**src/rtl/wdog_pkg.sv**
```systemverilog
package wdog_pkg;

    localparam int SEL_W   = 4;
    localparam int NUM_SEL = 1 << SEL_W;

    typedef enum logic [1:0] {
        ADDR_CTRL  = 2'd0,
        ADDR_COUNT = 2'd1,
        ADDR_IRQ   = 2'd2,
        ADDR_CAUSE = 2'd3
    } wd_addr_e;

    localparam logic [31:0] RESTART_KEY = 32'h0000_1984;

    typedef struct packed {
        logic             en;
        logic             esc_en;
        logic             direct;
        logic [SEL_W-1:0] sel;
    } wd_cfg_t;

endpackage

```
**src/rtl/wdog_regs.sv**
```systemverilog
module wdog_regs
    import wdog_pkg::*;
#(
    parameter int DATA_W = 32
) (
    input  logic              clk,
    input  logic              rst_n,
    input  logic              wr,
    input  logic [1:0]        addr,
    input  logic [DATA_W-1:0] wdata,
    output wd_cfg_t           cfg,
    output logic [SEL_W-1:0]  sel_eff,
    output logic              load,
    output logic              irq_clr,
    output logic              cause_clr
);

    wd_cfg_t cfg_d, cfg_q;
    logic    ctrl_wr;
    logic    cfg_load;
    logic    restart;

    always_comb begin
        cfg_d     = cfg_q;
        ctrl_wr   = wr && (addr == ADDR_CTRL);
        cfg_load  = ctrl_wr && !cfg_q.en;
        restart   = wr && (addr == ADDR_COUNT) && (wdata == DATA_W'(RESTART_KEY));
        irq_clr   = wr && (addr == ADDR_IRQ) && wdata[0];
        cause_clr = wr && (addr == ADDR_CAUSE) && wdata[0];
        if (ctrl_wr) begin
            cfg_d.en = wdata[0];
            if (!cfg_q.en) begin
                cfg_d.esc_en = wdata[1];
                cfg_d.direct = wdata[2];
                cfg_d.sel    = wdata[4 +: SEL_W];
            end
        end
        sel_eff = cfg_load ? wdata[4 +: SEL_W] : cfg_q.sel;
        load    = cfg_load || restart;
    end

    always_ff @(posedge clk or negedge rst_n) begin
        if (!rst_n) cfg_q <= '0;
        else        cfg_q <= cfg_d;
    end

    assign cfg = cfg_q;

    p_locked_fields_r6: assert property (@(posedge clk) disable iff (!rst_n)
        cfg_q.en |=> ($stable(cfg_q.sel) && $stable(cfg_q.esc_en) && $stable(cfg_q.direct)));

endmodule

```
**src/rtl/wdog_counter.sv**
```systemverilog
module wdog_counter
    import wdog_pkg::*;
#(
    parameter int CNT_W   = 32,
    parameter int MIN_EXP = 16
) (
    input  logic             clk,
    input  logic             rst_n,
    input  logic             en,
    input  logic             load,
    input  logic [SEL_W-1:0] sel,
    output logic [CNT_W-1:0] cnt,
    output logic             expire
);

    logic [CNT_W-1:0] reload_tbl [NUM_SEL];
    logic [CNT_W-1:0] reload_val;
    logic [CNT_W-1:0] cnt_d, cnt_q;

    for (genvar g = 0; g < NUM_SEL; g++) begin : g_reload
        assign reload_tbl[g] = CNT_W'((64'd1 << (MIN_EXP + g)) - 64'd1);
    end

    always_comb begin
        reload_val = reload_tbl[sel];
        expire     = en && (cnt_q == '0) && !load;
        cnt_d      = cnt_q;
        if (load)              cnt_d = reload_val;
        else if (expire)       cnt_d = reload_val;
        else if (en)           cnt_d = cnt_q - 1'b1;
    end

    always_ff @(posedge clk or negedge rst_n) begin
        if (!rst_n) cnt_q <= reload_tbl[0];
        else        cnt_q <= cnt_d;
    end

    assign cnt = cnt_q;

    p_count_step_r2: assert property (@(posedge clk) disable iff (!rst_n)
        (en && !load && cnt_q != '0) |=> (cnt_q == $past(cnt_q) - 1'b1));

    p_wrap_reload_r3: assert property (@(posedge clk) disable iff (!rst_n)
        expire |=> (cnt_q == $past(reload_val)));

    p_restart_r5: assert property (@(posedge clk) disable iff (!rst_n)
        load |=> (cnt_q == $past(reload_val)));

endmodule

```
**src/rtl/wdog_escalate.sv**
```systemverilog
module wdog_escalate #(
    parameter int PULSE_LEN = 4
) (
    input  logic clk,
    input  logic rst_n,
    input  logic por_n,
    input  logic expire,
    input  logic esc_en,
    input  logic direct,
    input  logic irq_clr,
    input  logic cause_clr,
    output logic irq,
    output logic rst_req,
    output logic cause
);

    localparam int PW = $clog2(PULSE_LEN + 1);

    typedef struct packed {
        logic          irq;
        logic [PW-1:0] pulse;
    } esc_st_t;

    esc_st_t st_d, st_q;
    logic    cause_d, cause_q;
    logic    fire;

    always_comb begin
        st_d    = st_q;
        fire    = expire && esc_en && (direct || st_q.irq);
        if (expire)       st_d.irq = 1'b1;
        else if (irq_clr) st_d.irq = 1'b0;
        if (fire)                  st_d.pulse = PW'(PULSE_LEN);
        else if (st_q.pulse != '0) st_d.pulse = st_q.pulse - 1'b1;
        cause_d = cause_q;
        if (fire)           cause_d = 1'b1;
        else if (cause_clr) cause_d = 1'b0;
    end

    always_ff @(posedge clk or negedge rst_n) begin
        if (!rst_n) st_q <= '0;
        else        st_q <= st_d;
    end

    always_ff @(posedge clk or negedge por_n) begin
        if (!por_n) cause_q <= 1'b0;
        else        cause_q <= cause_d;
    end

    assign irq     = st_q.irq;
    assign rst_req = (st_q.pulse != '0);
    assign cause   = cause_q;

    p_irq_on_expire_r4: assert property (@(posedge clk) disable iff (!rst_n)
        expire |=> irq);

    p_req_needs_esc_r9: assert property (@(posedge clk) disable iff (!rst_n)
        $rose(rst_req) |-> $past(esc_en));

    p_cause_with_req_r11: assert property (@(posedge clk) disable iff (!rst_n)
        $rose(rst_req) |-> cause);

    p_pulse_min_r10: assert property (@(posedge clk) disable iff (!rst_n)
        ((PULSE_LEN > 1) && $rose(rst_req)) |=> rst_req);

endmodule

```
**src/rtl/wdog_top.sv**
```systemverilog
module wdog_top
    import wdog_pkg::*;
#(
    parameter int DATA_W    = 32,
    parameter int CNT_W     = 32,
    parameter int MIN_EXP   = 16,
    parameter int PULSE_LEN = 4
) (
    input  logic              clk,
    input  logic              por_n,
    input  logic              sys_rst_n,
    input  logic              reg_wr,
    input  logic [1:0]        reg_addr,
    input  logic [DATA_W-1:0] reg_wdata,
    output logic [DATA_W-1:0] reg_rdata,
    output logic              irq,
    output logic              rst_req,
    output logic              rst_cause
);

    logic             rst_n;
    wd_cfg_t          cfg;
    logic [SEL_W-1:0] sel_eff;
    logic             load;
    logic             irq_clr;
    logic             cause_clr;
    logic [CNT_W-1:0] cnt;
    logic             expire;

    assign rst_n = por_n & sys_rst_n;

    wdog_regs #(.DATA_W(DATA_W)) u_regs (
        .clk       (clk),
        .rst_n     (rst_n),
        .wr        (reg_wr),
        .addr      (reg_addr),
        .wdata     (reg_wdata),
        .cfg       (cfg),
        .sel_eff   (sel_eff),
        .load      (load),
        .irq_clr   (irq_clr),
        .cause_clr (cause_clr)
    );

    wdog_counter #(.CNT_W(CNT_W), .MIN_EXP(MIN_EXP)) u_counter (
        .clk    (clk),
        .rst_n  (rst_n),
        .en     (cfg.en),
        .load   (load),
        .sel    (sel_eff),
        .cnt    (cnt),
        .expire (expire)
    );

    wdog_escalate #(.PULSE_LEN(PULSE_LEN)) u_escalate (
        .clk       (clk),
        .rst_n     (rst_n),
        .por_n     (por_n),
        .expire    (expire),
        .esc_en    (cfg.esc_en),
        .direct    (cfg.direct),
        .irq_clr   (irq_clr),
        .cause_clr (cause_clr),
        .irq       (irq),
        .rst_req   (rst_req),
        .cause     (rst_cause)
    );

    always_comb begin
        reg_rdata = '0;
        case (reg_addr)
            ADDR_CTRL: begin
                reg_rdata[0]           = cfg.en;
                reg_rdata[1]           = cfg.esc_en;
                reg_rdata[2]           = cfg.direct;
                reg_rdata[4 +: SEL_W]  = cfg.sel;
            end
            ADDR_COUNT: reg_rdata[CNT_W-1:0] = cnt;
            ADDR_IRQ:   reg_rdata[0]         = irq;
            default:    reg_rdata[0]         = rst_cause;
        endcase
    end

    p_cause_holds_r11: assert property (@(posedge clk) disable iff (!por_n)
        (rst_cause && !(reg_wr && reg_addr == ADDR_CAUSE && reg_wdata[0])) |=> rst_cause);

endmodule

```
**config.mk**
```make
export PLATFORM = sky130hd
export DESIGN_NAME = wdog_top
export DESIGN_NICKNAME = d
export VERILOG_FILES = /design/src/rtl/wdog_pkg.sv /design/src/rtl/wdog_regs.sv /design/src/rtl/wdog_counter.sv /design/src/rtl/wdog_escalate.sv /design/src/rtl/wdog_top.sv
export SDC_FILE = /design/constraint.sdc
export NUM_CORES = 1
export LEC_CHECK = 0
export ABC_AREA = 1
export BUFFER_PORTS_ARGS = -buffer_cell sky130_fd_sc_hd__clkbuf_2
export CAP_MARGIN = 5
export CORE_ASPECT_RATIO = 0.5
export CORE_MARGIN = 2
export CORE_UTILIZATION = 55
export DETAILED_ROUTE_END_ITERATION = 10
export PLACE_DENSITY = 0.88
export SLEW_MARGIN = 20
export SYNTH_ARGS = -nofsm -noshare
export SYNTH_HDL_FRONTEND = slang
export SYNTH_SLANG_ARGS = --single-unit
```
**constraint.sdc**
```tcl
create_clock -name clk -period 5.25 [get_ports clk]
set_input_delay 0.525 -clock clk [delete_from_list [all_inputs] [get_ports clk]]
set_output_delay 0.525 -clock clk [all_outputs]
set_load 0.02 [all_outputs]
```
==> summary.md, run 1 <==
| Metric | Value |
|---|---|
| Layout cells sized above 1 | `20.9%` |
| Run status | `complete, no violations` |
| Layout Nets | `653` |
| Xor/xnor cell area share of the yosys netlist | `between 3 and 4%` |
| Seq/Total Area, Yosys | `32.4%` |
| Die H | `approximately 60 µm` |
| Max_slew headroom | `between 30% and 40%` |
| Critical path launch point type | `primary input` |
| CTS tree | `built` |
| Worst slew pin tran | `about 1 ns` |
| Critical Path AT | `approximately 2.8 ns` |
| Combinational power share | `between 40 and 50%` |
| Inserted Diodes | `0` |
| Worst vdd ir | `slightly below 200 µV` |
| Critical path peak fanout | `33` |
| Clock transition at path regs | `0.06 ns` |
| Clk Latency, worst-skew pair | `slightly below 0.3 ns` |
| Largest family of logic cells by synthesized area | `simple AND/OR/NAND/NOR gates` |
| I/O Buffers | `72` |
| Cts bufs inserted | `5` |
| Fmax | `roughly 0.39 GHz` |
| RSZ-0062 raised after global routing | `no` |
| Clock Power Share | `about a fifth` |
| Routability cong. | `around 0.97` |
| Seq pwr share | `between 30% and 40%` |
| Worst hold path type | `primary input to asynchronous set/reset pin` |
| Max Buffers Root-to-Sink | `2` |
| Req. time, crit path | `5.43 ns` |
| GR Overflow Total | `0` |
| Final HPWL DP | `between 7 and 8 mm` |
| Crit path kind | `primary input to register` |
| Nature of the critical path endpoint | `register` |
| Mux cell area share after synthesis | `less than 1%` |
| Mapped Area | `~3500 µm²` |
| Final setup viols | `0` |
| Final Max Slew Viols | `0` |
| Via density per instance | `between 5 and 6` |
| Skew final | `0.00532 ns` |
| Sw Share | `a little over two fifths` |
| CTS HTree Levels | `2` |
| Simple-gate area share of the yosys netlist | `between 40% and 50%` |
| Routed wire per std cell | `between 10 and 15 µm` |
| Synth-to-layout area growth | `16.0%` |
| Syn Inst Count | `roughly 540` |
| Distinct cells, synth | `34` |
| DRC Markers | `0` |
| Power after layout | `approximately 1500 µW` |
| Syn. warnings | `0` |
| Vias | `~3700` |
| Iteration-0 DRC Markers | `around 430` |
| I/O pin cnt | `73` |
| Number of placement rows | `20` |
| Largest net degree at the start of global routing | `between 40 and 50` |
| Flops & latches, synth | `44` |
| Leakage power | `roughly 0.0021 µW` |
| Net Sw Power | `between 600 and 700 µW` |
| Root buffer cell | `clkbuf_16` |
| Global-route wire length before repair | `15.0 mm` |
| Max Cap Viol | `0` |
| Setup TNS | `0 ns` |
| Vias in the first global route | `3142` |
| P_int | `866 µW` |
| Mean Syn Cell Area | `~6.4 µm²` |
| GRT Util Overall | `28.2%` |
| Initial antenna violation count | `0` |
| Post-synthesis compound-gate area fraction | `under 10%` |
| Drt total wl | `9.49 mm` |
| Synth Area in Adders | `under 10%` |
| Final ANT Viol Nets | `0` |
| PwrDens | `~380 nW/µm²` |
| Hold Vio Cnt, Final | `0` |
| Starting density of the core | `a little under three fifths` |
| Core region area | `about 6000 µm²` |
| CTS sink count | `44` |
| Crit path time final | `between 2 and 3 ns` |
| DIE WIDTH | `approximately 120 µm` |
| Final Cycle Share | `49.4%` |
| Net Count, Synth | `roughly 580` |
| Die area | `roughly 7000 µm²` |
| Detailed Routing Iterations Pass 1 | `5` |
cell usage after synthesis, drive strengths merged:
cell,instances,area (µm²)
o31ai,1,7.51
mux2i,1,10.0
nand2,155,621
ha,3,37.5
dfrtp,28,701
nand3,50,275
clkbuf,4,15.0
and2,1,6.26
nor2,125,522
inv,72,270
nor3b,1,7.51
nor3,4,31.3
dfstp,16,420
buf,9,76.3
nor4,1,6.26
xor2,13,114
a21oi,3,15.0
o2111ai,2,17.5
o21ai,33,173
a31oi,1,6.26
nand4,14,87.6
o22ai,5,31.3
o211ai,1,7.51
layout make-up:
| class | count | area [µm²] |
|---|---|---|
| Timing Repair Buffer | 75 | 385 |
| Tap cell | 88 | 110 |
| Sequential cell | 44 | 1120 |
| Clock buffer | 6 | 139 |
| Multi-Input combinational cell | 414 | 1980 |
| Fill cell | 566 | 2070 |
| Clock inverter | 2 | 10.0 |
| Inverter | 72 | 270 |
worst paths after layout:
path	end	slack, ns	start	cells after the start
worst max register to register	u_counter.cnt[31]	2.95	u_regs.cfg[6]	10
worst min register to register	u_counter.cnt[3]	0.52	u_counter.cnt[3]	2
worst min-delay path	u_escalate.irq	0.39	sys_rst_n	4
max in group asynchronous	u_counter.cnt[15]	3.89	por_n	5
min in group clk	u_regs.cfg[6]	0.48	reg_wdata[0]	3
worst max-delay path	u_counter.cnt[27]	2.66	reg_addr[1]	12
metal layers:
layer / routed length (µm) / vias to the layer above / GRT usage, %
met5: 0 / - / 0
met4: 162 / 0 / 6.97
met3: 911 / 18 / 6.69
met2: 4050 / 189 / 43.4
met1: 4360 / 1669 / 40.6
li1: - / 1853 / -
flip-flops by register name, indices dropped and copies added (netlist names):
| name | count |
|---|---|
| u_counter.cnt | 32 |
| u_regs.cfg | 7 |
| u_escalate.irq | 1 |
| u_escalate.st_q | 3 |
| u_escalate.cause | 1 |
metrics by stage:
stage	hold WS, ns	setup slack [ns]	instances	utilization [%]	area, µm²
after floorplan	0.229	3.34	543	-	3460
after global placement	0.309	2.48	692	63.4	3850
after detailed placement	0.309	2.42	692	63.4	3850
after CTS	0.00481	2.69	700	65.8	4000
after global routing	0.479	2.51	701	66.0	4010
final	0.389	2.66	701	66.0	4010
cell families after synthesis:
group / Yosys count
AND/OR/NAND/NOR: 351
AO/OA/AOI/OAI: 46
XOR/XNOR: 13
buffers and inverters: 85
multiplexers: 1
adder cells (fa/ha/maj): 3
flip-flops: 44
worst max-delay path, cell delays in order:
cell and delay [ns]:
clkbuf_2 0.11, inv_2 0.07, nand2_2 0.50, nor2_1 0.12, nand3_1 0.10, nor2_1 0.05
nand2_2 0.11, nand2_4 0.10, nor2_2 0.79, o21ai_0 0.17, nand2_1 0.10, nand2_1 0.05
cell usage in the layout (no fill, tap or decap):
| cell | count |
|---|---|
| nand2_4 | 2 |
| dfstp_2 | 16 |
| buf_4 | 2 |
| o31ai_1 | 1 |
| nand4_1 | 14 |
| nor2_1 | 115 |
| clkbuf_16 | 5 |
| mux2i_1 | 1 |
| ha_1 | 3 |
| dfrtp_1 | 28 |
| nor3_1 | 3 |
| o21ai_1 | 23 |
| inv_1 | 63 |
| nand3_1 | 48 |
| nor4_1 | 1 |
| o21ai_2 | 2 |
| inv_2 | 9 |
| o21ai_0 | 8 |
| nor2_2 | 8 |
| nand2_2 | 3 |
| a21oi_1 | 3 |
| nor3b_1 | 1 |
| nor3_4 | 1 |
| a31oi_1 | 1 |
| clkinv_2 | 2 |
| nor2_8 | 2 |
| clkbuf_8 | 1 |
| dlygate4sd3_1 | 1 |
| xor2_1 | 13 |
| o22ai_1 | 5 |
| o2111ai_1 | 2 |
| and2_0 | 1 |
| nand2_8 | 1 |
| clkbuf_2 | 72 |
| o211ai_1 | 1 |
| nand2_1 | 149 |
| nand3_4 | 2 |
power by group through the flow:
stage | logic, µW | clock network [µW] | registers [µW]
floorplan | 482 | 0 | 558
global placement | 600 | 0 | 592
detailed placement | 611 | 0 | 593
CTS | 620 | 321 | 590
global route | 708 | 339 | 606
finish | 628 | 320 | 596
repair_timing:
item | in CTS | in global routing
hold endpoints to repair | 0 | 1
gates resized for setup | 0 | 0
buffers inserted | 0 | 0
hold buffers | 0 | 1
Note: power is estimated with default switching activity, not from simulation.
==> inputs of run 2 (changes only) <==
==> constraint.sdc (replaced) <==
create_clock -name clk -period 2.45 [get_ports clk]
set_input_delay 0.245 -clock clk [delete_from_list [all_inputs] [get_ports clk]]
set_output_delay 0.245 -clock clk [all_outputs]
set_load 0.02 [all_outputs]
==> summary.md, run 2 (synthesis gave the netlist of run 1 again) <==
| Metric | Value |
|---|---|
| Run status | `complete, no violations (unchanged)` |
| Clock transition at path regs | `0.07 ns (was 0.06 ns)` |
| Routed wire per std cell | `13.4 µm (was 13.5 µm)` |
| Place WS | `0.506 ns (was 2.42 ns)` |
| Core region area | `6080 µm² (unchanged)` |
| CTS tree | `built (unchanged)` |
| CTS sink count | `44 (unchanged)` |
| Req. time, crit path | `2.69 ns (was 5.43 ns)` |
| Critical Path AT | `2.21 ns (was 2.78 ns)` |
| Final HPWL DP | `7.23 mm (was 7.05 mm)` |
| Max Cap Viol | `0 (unchanged)` |
| Skew final | `0.00858 ns (was 0.00532 ns)` |
| Crit path time final | `~2 ns` |
| Via density per instance | `5.35 (was 5.32)` |
| GRT met1 Usage | `41.8% (was 40.6%)` |
| GR peak layer | `met1 (was met2)` |
| Cts bufs inserted | `5 (unchanged)` |
| Worst hold path type | `primary input to asynchronous set/reset pin (unchanged)` |
| Root buffer cell | `clkbuf_16 (unchanged)` |
| Routability cong. | `0.960 (was 0.965)` |
| Final Max Slew Viols | `0 (unchanged)` |
| Vias | `3772 (was 3729)` |
| Layout Nets | `657 (was 653)` |
| Starting density of the core | `56.9% (unchanged)` |
| Drt total wl | `9.48 mm (was 9.49 mm)` |
| Fmax | `around 0.5 GHz` |
| Synth-to-layout area growth | `16.9% (was 16.0%)` |
| I/O pin cnt | `73 (unchanged)` |
| I/O Buffers | `72 (unchanged)` |
| Met2 usage | `41.7% (was 43.4%)` |
| PwrDens | `823 nW/µm² (was 385 nW/µm²)` |
| Detailed Routing Iterations Pass 1 | `5 (unchanged)` |
| Iteration-0 DRC Markers | `335 (was 426)` |
| Die H | `60.1 µm (unchanged)` |
| Inserted Diodes | `0 (unchanged)` |
| Final ANT Viol Nets | `0 (unchanged)` |
| RSZ-0062 raised after global routing | `no (unchanged)` |
| Grt met3 use | `7.30% (was 6.69%)` |
| Initial antenna violation count | `0 (unchanged)` |
| Critical path launch point type | `register (was primary input)` |
| Final setup viols | `0 (unchanged)` |
| Post-CTS Setup Bufs | `0 (unchanged)` |
| Setup TNS | `0 ns (unchanged)` |
| DIE WIDTH | `116 µm (unchanged)` |
| Most frequent cells in the layout | `149 x nand2_1, 115 x nor2_1, 72 x clkbuf_2 (unchanged)` |
| Post-CTS sizing | `0 (unchanged)` |
| Hold-fix buffers, CTS | `1 (was 0)` |
| GR Overflow Total | `0 (unchanged)` |
| Max_slew headroom | `61.2% (was 31.5%)` |
| CTS HTree Levels | `2 (unchanged)` |
| Hold Vio Cnt, Final | `0 (unchanged)` |
| Commonest non-fill, non-tap cell in the layout | `nand2_1 (unchanged)` |
| Largest net degree at the start of global routing | `44 (unchanged)` |
| Leakage power | `0.00213 µW (was 0.00211 µW)` |
| Clk Latency, worst-skew pair | `0.29 ns (about the same)` |
| Setup ws final | `0.475 ns (was 2.66 ns)` |
| Max reg flops | `32 (unchanged)` |
| Worst vdd ir | `436 µV (was 196 µV)` |
| Number of placement rows | `20 (unchanged)` |
| DRC Markers | `0 (unchanged)` |
| Die area | `6980 µm² (unchanged)` |
| Crit path kind | `register to register (was primary input to register)` |
| Critical path peak fanout | `7 (was 33)` |
| Vias in the first global route | `3205 (was 3142)` |
| Max Buffers Root-to-Sink | `2 (unchanged)` |
| Final Cycle Share | `80.6%` |
| Worst slew pin tran | `0.582 ns (was 1.03 ns)` |
| Layout cells sized above 1 | `21.4% (was 20.9%)` |
| Nature of the critical path endpoint | `register (unchanged)` |
| GRT Util Overall | `28.4% (was 28.2%)` |
| Global-route wire length before repair | `15.1 mm (was 15.0 mm)` |
==> run 2: changes by cell type in the layout (fill, tap and decap cells not counted), sizes merged <==
cell,delta
buf,+4
==> run 2: cell type report <==
cell class,instances,area (µm²)
Tap cell,88,110
Clock inverter,2,10.0
Clock buffer,6,139
Sequential cell,44,1120
Timing Repair Buffer,79,415
Multi-Input combinational cell,414,1980
Inverter,72,270
Fill cell,530,2040
==> run 2: path summary, 6_finish.rpt <==
kind / slack [ns] / startpoint / cells after the start / end
worst max-delay path: 0.48 / u_counter.cnt[0] / 10 / u_counter.cnt[28]
worst min-delay path: 0.11 / sys_rst_n / 4 / u_escalate.st_q[0]
worst max register to register: 0.48 / u_counter.cnt[0] / 10 / u_counter.cnt[28]
worst min register to register: 0.51 / u_counter.cnt[4] / 2 / u_counter.cnt[4]
max in group asynchronous: 1.36 / por_n / 5 / u_counter.cnt[16]
min in group clk: 0.20 / reg_wdata[0] / 3 / u_regs.cfg[6]
==> run 2: critical path, stage by stage (launching register included) <==
cell and delay [ns]:
dfstp_2 0.36, inv_1 0.12, ha_1 0.24, nand2_1 0.17
nor2_2 0.31, nand3_1 0.19, o21ai_0 0.22, nand4_1 0.11
nand2_1 0.07, nand2_1 0.06, nand2_1 0.07
==> run 2: report_power, final <==
part	total (µW)	internal [µW]	switching, µW
clock network	695	403	292
logic	1370	453	915
registers	1270	1010	255
total	3330	1860	1460
==> run 2: layer usage <==
| layer | wire length (µm) | part of all wire (%) | vias up |
|---|---|---|---|
| met4 | 106 | 1.1 | 0 |
| met2 | 4030 | 43 | 191 |
| met5 | 0 | 0 | - |
| li1 | - | - | 1858 |
| met3 | 1100 | 12 | 11 |
| met1 | 4250 | 45 | 1712 |
==> run 2: through the flow <==
stage	instance area [µm²]	total power (µW)	hold slack (ns)	std cells	util [%]
2_1_floorplan	3460	2230	-0.0506	543	-
3_3_place_gp	3880	2570	0.0295	696	63.8
3_5_place_dp	3880	2610	0.0291	696	63.8
4_1_cts	4040	3310	0.136	705	66.5
5_1_grt	4040	3570	0.194	705	66.5
6_report	4040	3330	0.111	705	66.5
